[src/rtl/trie_pkg.sv]
package trie_pkg;
    localparam int IP_W       = 32;
    localparam int ROOT_BITS  = 19;
    localparam int BIT_STAGES = 5;
    localparam int TAIL_BITS  = IP_W - ROOT_BITS - BIT_STAGES;
    localparam int MEM_AW     = ROOT_BITS;
    localparam int NODE_W     = 32;
    localparam int IDX_W      = 11;
    localparam int PTR_W      = MEM_AW - 1;
    localparam int TAIL_PTR   = MEM_AW - TAIL_BITS;
    localparam int NSTAGE     = BIT_STAGES + 2;
    localparam int KID_R      = 0;
    localparam int KID_L      = 1;

    typedef struct packed {
        logic             pfx;
        logic [1:0]       kids;
        logic [PTR_W-1:0] ptr;
        logic [IDX_W-1:0] idx;
    } node_t;

    typedef struct packed {
        logic             vld;
        logic             done;
        logic [IP_W-1:0]  ip;
        logic [IDX_W-1:0] best;
    } ctx_t;
endpackage

[src/rtl/trie_walk_step.sv]
module trie_walk_step
    import trie_pkg::*;
#(
    parameter int STAGE = 1
) (
    input  node_t             node_i,
    input  ctx_t              cur_i,
    output ctx_t              nxt_o,
    output logic              rd_en_o,
    output logic [MEM_AW-1:0] rd_addr_o
);
    localparam bit IS_ROOT = (STAGE == 1);

    logic              live;
    logic              take;
    logic              go;
    logic [MEM_AW-1:0] addr;

    assign live = cur_i.vld & ~cur_i.done;
    // Root level is prefix-expanded: a leaf there always carries the answer.
    assign take = node_i.pfx | (IS_ROOT && (node_i.kids == 2'b00));

    generate
        if (STAGE <= BIT_STAGES) begin : g_bit
            localparam int BP = IP_W - ROOT_BITS - STAGE;
            logic dir;
            assign dir  = cur_i.ip[BP];
            assign go   = dir ? node_i.kids[KID_R] : node_i.kids[KID_L];
            assign addr = {node_i.ptr, dir};
        end else begin : g_wide
            logic ptr_hi_unused;
            assign ptr_hi_unused = ^node_i.ptr[PTR_W-1:TAIL_PTR];
            assign go   = |node_i.kids;
            assign addr = {node_i.ptr[TAIL_PTR-1:0], cur_i.ip[TAIL_BITS-1:0]};
        end
    endgenerate

    always_comb begin
        nxt_o = cur_i;
        if (live) begin
            if (take) begin
                nxt_o.best = node_i.idx;
            end
            nxt_o.done = ~go;
        end
    end

    assign rd_en_o   = live & go;
    assign rd_addr_o = (live & go) ? addr : '0;
endmodule

[src/rtl/trie_tail_step.sv]
module trie_tail_step
    import trie_pkg::*;
(
    input  node_t             node_i,
    input  ctx_t              cur_i,
    output logic              rdy_o,
    output logic [IDX_W-1:0]  idx_o
);
    logic tail_unused;
    assign tail_unused = ^{node_i.kids, node_i.ptr, cur_i.ip};

    assign rdy_o = cur_i.vld;
    assign idx_o = (cur_i.vld & ~cur_i.done & node_i.pfx) ? node_i.idx : cur_i.best;
endmodule

[src/rtl/trie_lpm_pipe.sv]
module trie_lpm_pipe
    import trie_pkg::*;
#(
    parameter logic [IDX_W-1:0] DEF_IDX = '0
) (
    input  logic                     clk,
    input  logic                     rst_n,
    input  logic                     en_i,
    input  logic                     lk_valid_i,
    input  logic [IP_W-1:0]          lk_addr_i,
    output logic [NSTAGE-1:0]        mem_rd_en_o,
    output logic [NSTAGE*MEM_AW-1:0] mem_rd_addr_o,
    input  logic [NSTAGE*NODE_W-1:0] mem_rdata_i,
    output logic                     res_ready_o,
    output logic [IDX_W-1:0]         res_index_o
);
    typedef struct packed {
        ctx_t [NSTAGE-1:0] ctx;
        logic              rdy;
        logic [IDX_W-1:0]  idx;
    } pipe_t;

    pipe_t             st_d, st_q;
    node_t             node      [NSTAGE];
    ctx_t              step_nxt  [NSTAGE-1];
    logic [NSTAGE-1:1] step_en;
    logic [MEM_AW-1:0] step_addr [NSTAGE-1:1];
    logic              tail_rdy;
    logic [IDX_W-1:0]  tail_idx;
    logic              accept;

    assign accept = en_i & lk_valid_i;

    genvar g;
    generate
        for (g = 0; g < NSTAGE; g++) begin : g_node
            assign node[g] = node_t'(mem_rdata_i[g*NODE_W +: NODE_W]);
        end
        for (g = 0; g < NSTAGE - 1; g++) begin : g_step
            trie_walk_step #(.STAGE(g + 1)) u_step (
                .node_i    (node[g]),
                .cur_i     (st_q.ctx[g]),
                .nxt_o     (step_nxt[g]),
                .rd_en_o   (step_en[g+1]),
                .rd_addr_o (step_addr[g+1])
            );
        end
    endgenerate

    trie_tail_step u_tail (
        .node_i (node[NSTAGE-1]),
        .cur_i  (st_q.ctx[NSTAGE-1]),
        .rdy_o  (tail_rdy),
        .idx_o  (tail_idx)
    );

    always_comb begin
        mem_rd_en_o = {step_en, accept};
        mem_rd_addr_o[0 +: MEM_AW] = lk_addr_i[IP_W-1 -: MEM_AW];
        for (int k = 1; k < NSTAGE; k++) begin
            mem_rd_addr_o[k*MEM_AW +: MEM_AW] = step_addr[k];
        end
    end

    always_comb begin
        st_d = st_q;
        st_d.ctx[0].vld  = accept;
        st_d.ctx[0].done = 1'b0;
        st_d.ctx[0].ip   = lk_addr_i;
        st_d.ctx[0].best = DEF_IDX;
        for (int k = 1; k < NSTAGE; k++) begin
            st_d.ctx[k] = step_nxt[k-1];
        end
        st_d.rdy = tail_rdy;
        st_d.idx = tail_idx;
    end

    always_ff @(posedge clk or negedge rst_n) begin
        if (!rst_n) begin
            st_q <= '0;
        end else begin
            st_q <= st_d;
        end
    end

    assign res_ready_o = st_q.rdy;
    assign res_index_o = st_q.idx;

    // a lookup offered while disabled never enters the pipe
    p_stall_r10: assert property (@(posedge clk) disable iff (!rst_n)
        !en_i |=> !st_q.ctx[0].vld);

    // the last context reaches the result register one edge later
    p_ready_aligned_r9: assert property (@(posedge clk) disable iff (!rst_n)
        st_q.ctx[NSTAGE-1].vld |=> res_ready_o);

    p_no_bubble_ready_r10: assert property (@(posedge clk) disable iff (!rst_n)
        !st_q.ctx[NSTAGE-1].vld |=> !res_ready_o);

    generate
        for (g = 0; g < NSTAGE - 1; g++) begin : g_chk
            // an ended walk stays ended in every later stage
            p_done_sticks_r5: assert property (@(posedge clk) disable iff (!rst_n)
                st_q.ctx[g].vld && st_q.ctx[g].done |=> st_q.ctx[g+1].done);
            // an ended walk keeps its held index unchanged
            p_best_kept_r6: assert property (@(posedge clk) disable iff (!rst_n)
                st_q.ctx[g].vld && st_q.ctx[g].done
                |=> st_q.ctx[g+1].best == $past(st_q.ctx[g].best));
            // a read into memory g+1 lines up with a live context there
            p_read_live_r3: assert property (@(posedge clk) disable iff (!rst_n)
                mem_rd_en_o[g+1] |=> st_q.ctx[g+1].vld && !st_q.ctx[g+1].done);
        end
    endgenerate
endmodule

[config.mk]
export PLATFORM = sky130hd
export DESIGN_NAME = trie_lpm_pipe
export DESIGN_NICKNAME = d
export VERILOG_FILES = /design/src/rtl/trie_pkg.sv /design/src/rtl/trie_walk_step.sv /design/src/rtl/trie_tail_step.sv /design/src/rtl/trie_lpm_pipe.sv
export SDC_FILE = /design/constraint.sdc
export NUM_CORES = 1
export LEC_CHECK = 0
export BUFFER_PORTS_ARGS = -buffer_cell sky130_fd_sc_hd__buf_2
export CORE_AREA = 2 2 158 160
export CTS_BUF_LIST = sky130_fd_sc_hd__clkbuf_16
export DETAILED_ROUTE_END_ITERATION = 10
export DIE_AREA = 0 0 160 162
export HOLD_SLACK_MARGIN = 0.02
export PLACE_DENSITY = 0.53
export SYNTH_ARGS = -nofsm -noshare
export SYNTH_HDL_FRONTEND = slang
export SYNTH_SLANG_ARGS = --single-unit
[constraint.sdc]
create_clock -name clk -period 2.4 [get_ports clk]
set_input_delay 0.24 -clock clk [delete_from_list [all_inputs] [get_ports clk]]
set_output_delay 0.24 -clock clk [all_outputs]
set_load 0.005 [all_outputs]
==> results.txt <==
----------------------------------------------------
[Placed design]
  Number of placed instances with taps included ... 1,063
  Placed wire-length estimate after detailed placement ... 12,200 um
  Placed standard-cell area ... 8520 um^2
  IO Port Bufs ... about 350
  Routability Congestion ... around 0.77

[Timing]
  Sum of negative setup slack ... 0 ns
  Clock period minus worst slack ... approximately 2.2 ns
  RSZ-0062 raised after global routing ... no
  Final hold violation count ... 0
  Clock skew after layout ... 0.00499 ns
  Final number of setup-violating endpoints ... 0
  Relative slew margins ... 35.5%
  Final cycle utilization of the critical path ... between 90% and 100%
  Fin. max-slew vios ... 0
  Transition time of the tightest slew-check pin ... between 0.9 and 1 ns
  Achievable frequency ... 0.462 GHz

[Pwr]
  Leakage component of the power ... between 5 and 6 nW
  Power per cell area ... 655 nW/um^2
  Worst voltage drop across the vdd grid ... 0.418 mV

[Final layout]
  Finished layout cell area ... 9290 um^2
  Share of layout cells above drive strength 1 ... 61.8%
  Final Net Count ... 1,040
  Area growth from synthesis to final layout ... 38.1%
  Antenna diode count ... 0
  Layout Cells excl Fill ... 1,117
  Filler Cells Inserted ... about 2,400

[Floorplanning]
  Initial standard-cell utilization of the core ... 27.9%
  Total die area ... 25,900 um^2
  Ports placed on the boundary ... 412
  Die Width ... 160 um
  FP Rows ... 57
  Die H ... 162 um
  Core Area ... between 20,000 and 25,000 um^2

[Detailed routing]
  DRT Pass-1 Iters ... 4
  Final antenna-violating net count ... 0
  Iteration-0 DRC count of the detailed router ... 150
  Final wirelength ... around 16,000 um
  Vias ... 4,472
  Wirelength per Cell ... 14.1 um
  Number of remaining DRC errors ... 0
  Detailed-route vias per instance ... 4.00

[Critical path]
  R2R setup slack ... approximately 1.2 ns
  Register-to-Register Path Depth ... 2
  Worst setup EP type ... output port
  Type of the setup path with the least slack ... flip-flop to output port
  Kind of start point of the critical path ... flip-flop
  Crit-path max FO ... 20
  Crit path arrival time ... 1.92 ns
  Critical path required time ... about 2.2 ns

[Global route]
  GRT Resource Usage Total ... 12.2%
  Vias in the first global route ... 4,705
  Met2 global-route usage ... 22.4%
  Met3 layer usage reported by global route ... 3.98%
  Antenna violations before repair ... 1
  Largest net degree at the start of global routing ... 63
  Global routing met1 resource utilization ... 13.5%
  Busiest metal layer after global routing ... met2
  Remaining Overflow, GRT ... 0
  Wire length of the first global-routing pass ... around 24,000 um

[Synth]
  Mean post-synth cell area ... 15.0 um^2
  Share of flip-flops with an asynchronous set or reset ... 100%
  Syn Inst Count ... 449
  Number of enable-type register cells in the synthesized netlist ... 0
  Number of synthesis warnings ... 0
  Top area cells in the synthesized netlist ... sky130_fd_sc_hd__dfrtp_1, sky130_fd_sc_hd__mux2_4, sky130_fd_sc_hd__nor3b_2, sky130_fd_sc_hd__nor3b_1, sky130_fd_sc_hd__buf_4
  Most numerous cell in the Yosys netlist ... sky130_fd_sc_hd__dfrtp_1
  Main flop type after synthesis ... sky130_fd_sc_hd__dfrtp_1
  Yosys reg bits ... 154
  Post-synthesis cell type count ... 20
  Synth Cell Area ... 6730 um^2
  Leading cell types by count after synthesis ... sky130_fd_sc_hd__dfrtp_1, sky130_fd_sc_hd__nor3b_1, sky130_fd_sc_hd__mux2_4, sky130_fd_sc_hd__buf_4, sky130_fd_sc_hd__nor3b_2
  Top cell type by total area after synthesis ... sky130_fd_sc_hd__dfrtp_1
  Area share of the largest cell type after synthesis ... 57.3%
  Number of nets produced by synthesis ... 709
  Sequential-to-total area share from yosys stat ... 57.3%

[Clock tree]
  Clock buffer count from CTS ... 17
  Maximum count of clock buffers along a single path ... 2
  Maximum level of the CTS H-tree ... 4
  CTS tree ... built
  Clock-pin slew on the worst setup and hold paths ... around 0.060 ns
  Post-cts sizing count ... 0
  Cell at the root of the clock tree ... sky130_fd_sc_hd__clkbuf_16
  Number of clock sinks seen by CTS ... around 150
  Clock latency of the later-clocked register in the worst-skew pair ... between 0.4 and 0.5 ns

[Run]
  Max-cap violations ... 0

[Outcome]
  Run status ... complete, no violations

[Min path]
  Worst Hold Class ... input pin to flip-flop
  Hold Path Depth ... 2

----------------------------------------------------
==> state kept, by name, indices dropped and copies added, names as in the netlist <==
register,cells
res_index_o,11
res_ready_o,1
st_q,142
==> kinds of logic (layout without fill, tap and decap cells) <==
| group | after synthesis | in the layout | share of synthesized area (%) |
|---|---|---|---|
| buffers and inverters | 69 | 413 | 7.16 |
| muxes | 71 | 71 | 14.6 |
| AOI/OAI and AO/OA | 6 | 6 | 0.707 |
| DFF | 154 | 154 | 57.3 |
| and+or+nand+nor | 149 | 149 | 20.3 |
==> worst paths after layout <==
check	start	end
setup / recovery	st_q[235]	mem_rd_addr_o[111]
hold / removal	mem_rdata_i[202]	res_index_o[10]
min in group asynchronous	rst_n	st_q[250]
max in group asynchronous	rst_n	st_q[122]
hold reg to reg	st_q[117]	st_q[162]
setup reg to reg	st_q[190]	st_q[202]
==> through the flow <==
step	worst slack, ns	power (mW)	utilization (%)	hold WS, ns
6_report	0.237	6.08	38.5	0.0458
5_1_grt	0.0162	6.41	38.5	0.0242
4_1_cts	0.188	6.21	38.5	0.0237
3_5_place_dp	0.649	3.62	35.3	0.286
3_3_place_gp	0.641	3.61	35.3	0.276
2_1_floorplan	1.24	3.31	-	-0.0556
==> power breakdown <==
group | switching [mW] | internal, mW | leakage (nW)
clock | 1.14 | 1.37 | 0.275
combinational | 0.302 | 0.432 | 2.86
sequential | 0.0649 | 2.78 | 1.93
total | 1.51 | 4.58 | 5.06
==> cell type report <==
cell class | instances | area (um^2) | share of cell area (%)
sequential | 154 | 3850 | 41.5
tap | 324 | 405 | 4.36
clock inverter | 15 | 130 | 1.40
multi-input combinational | 226 | 2410 | 25.9
timing repair buffer | 381 | 2070 | 22.3
clock buffer | 17 | 425 | 4.58
==> layer usage <==
layer	vias to the layer above	wire, um
met5	-	12
met2	230	8350
met3	12	1290
met4	2	157
met1	2063	5960
li1	2165	-
==> worst max-delay path, cell delays in order (launching register included) <==
cell and delay [ns]:
sky130_fd_sc_hd__dfrtp_1 0.40, sky130_fd_sc_hd__nand2b_1 0.56, sky130_fd_sc_hd__nor3b_1 0.38, sky130_fd_sc_hd__buf_2 0.16
==> cells in the final DEF (no fill, tap or decap), drive strengths merged <==
cell type	instances
dlygate4sd3	22
and3b	29
and2	2
nand3b	6
nand2	4
mux2	66
clkinv	1
nor3b	91
mux2i	5
nand2b	5
dfrtp	154
and3	1
nor2b	1
o21ba	1
inv	12
clkbuf	17
clkinvlp	2
a21o	5
nor2	10
buf	359
==> repair_timing <==
action,4_1_cts,5_1_grt
hold endpoints to repair,79,0
hold buffers,22,0
setup buffers,0,0
Power figures use the tool's default switching activity.
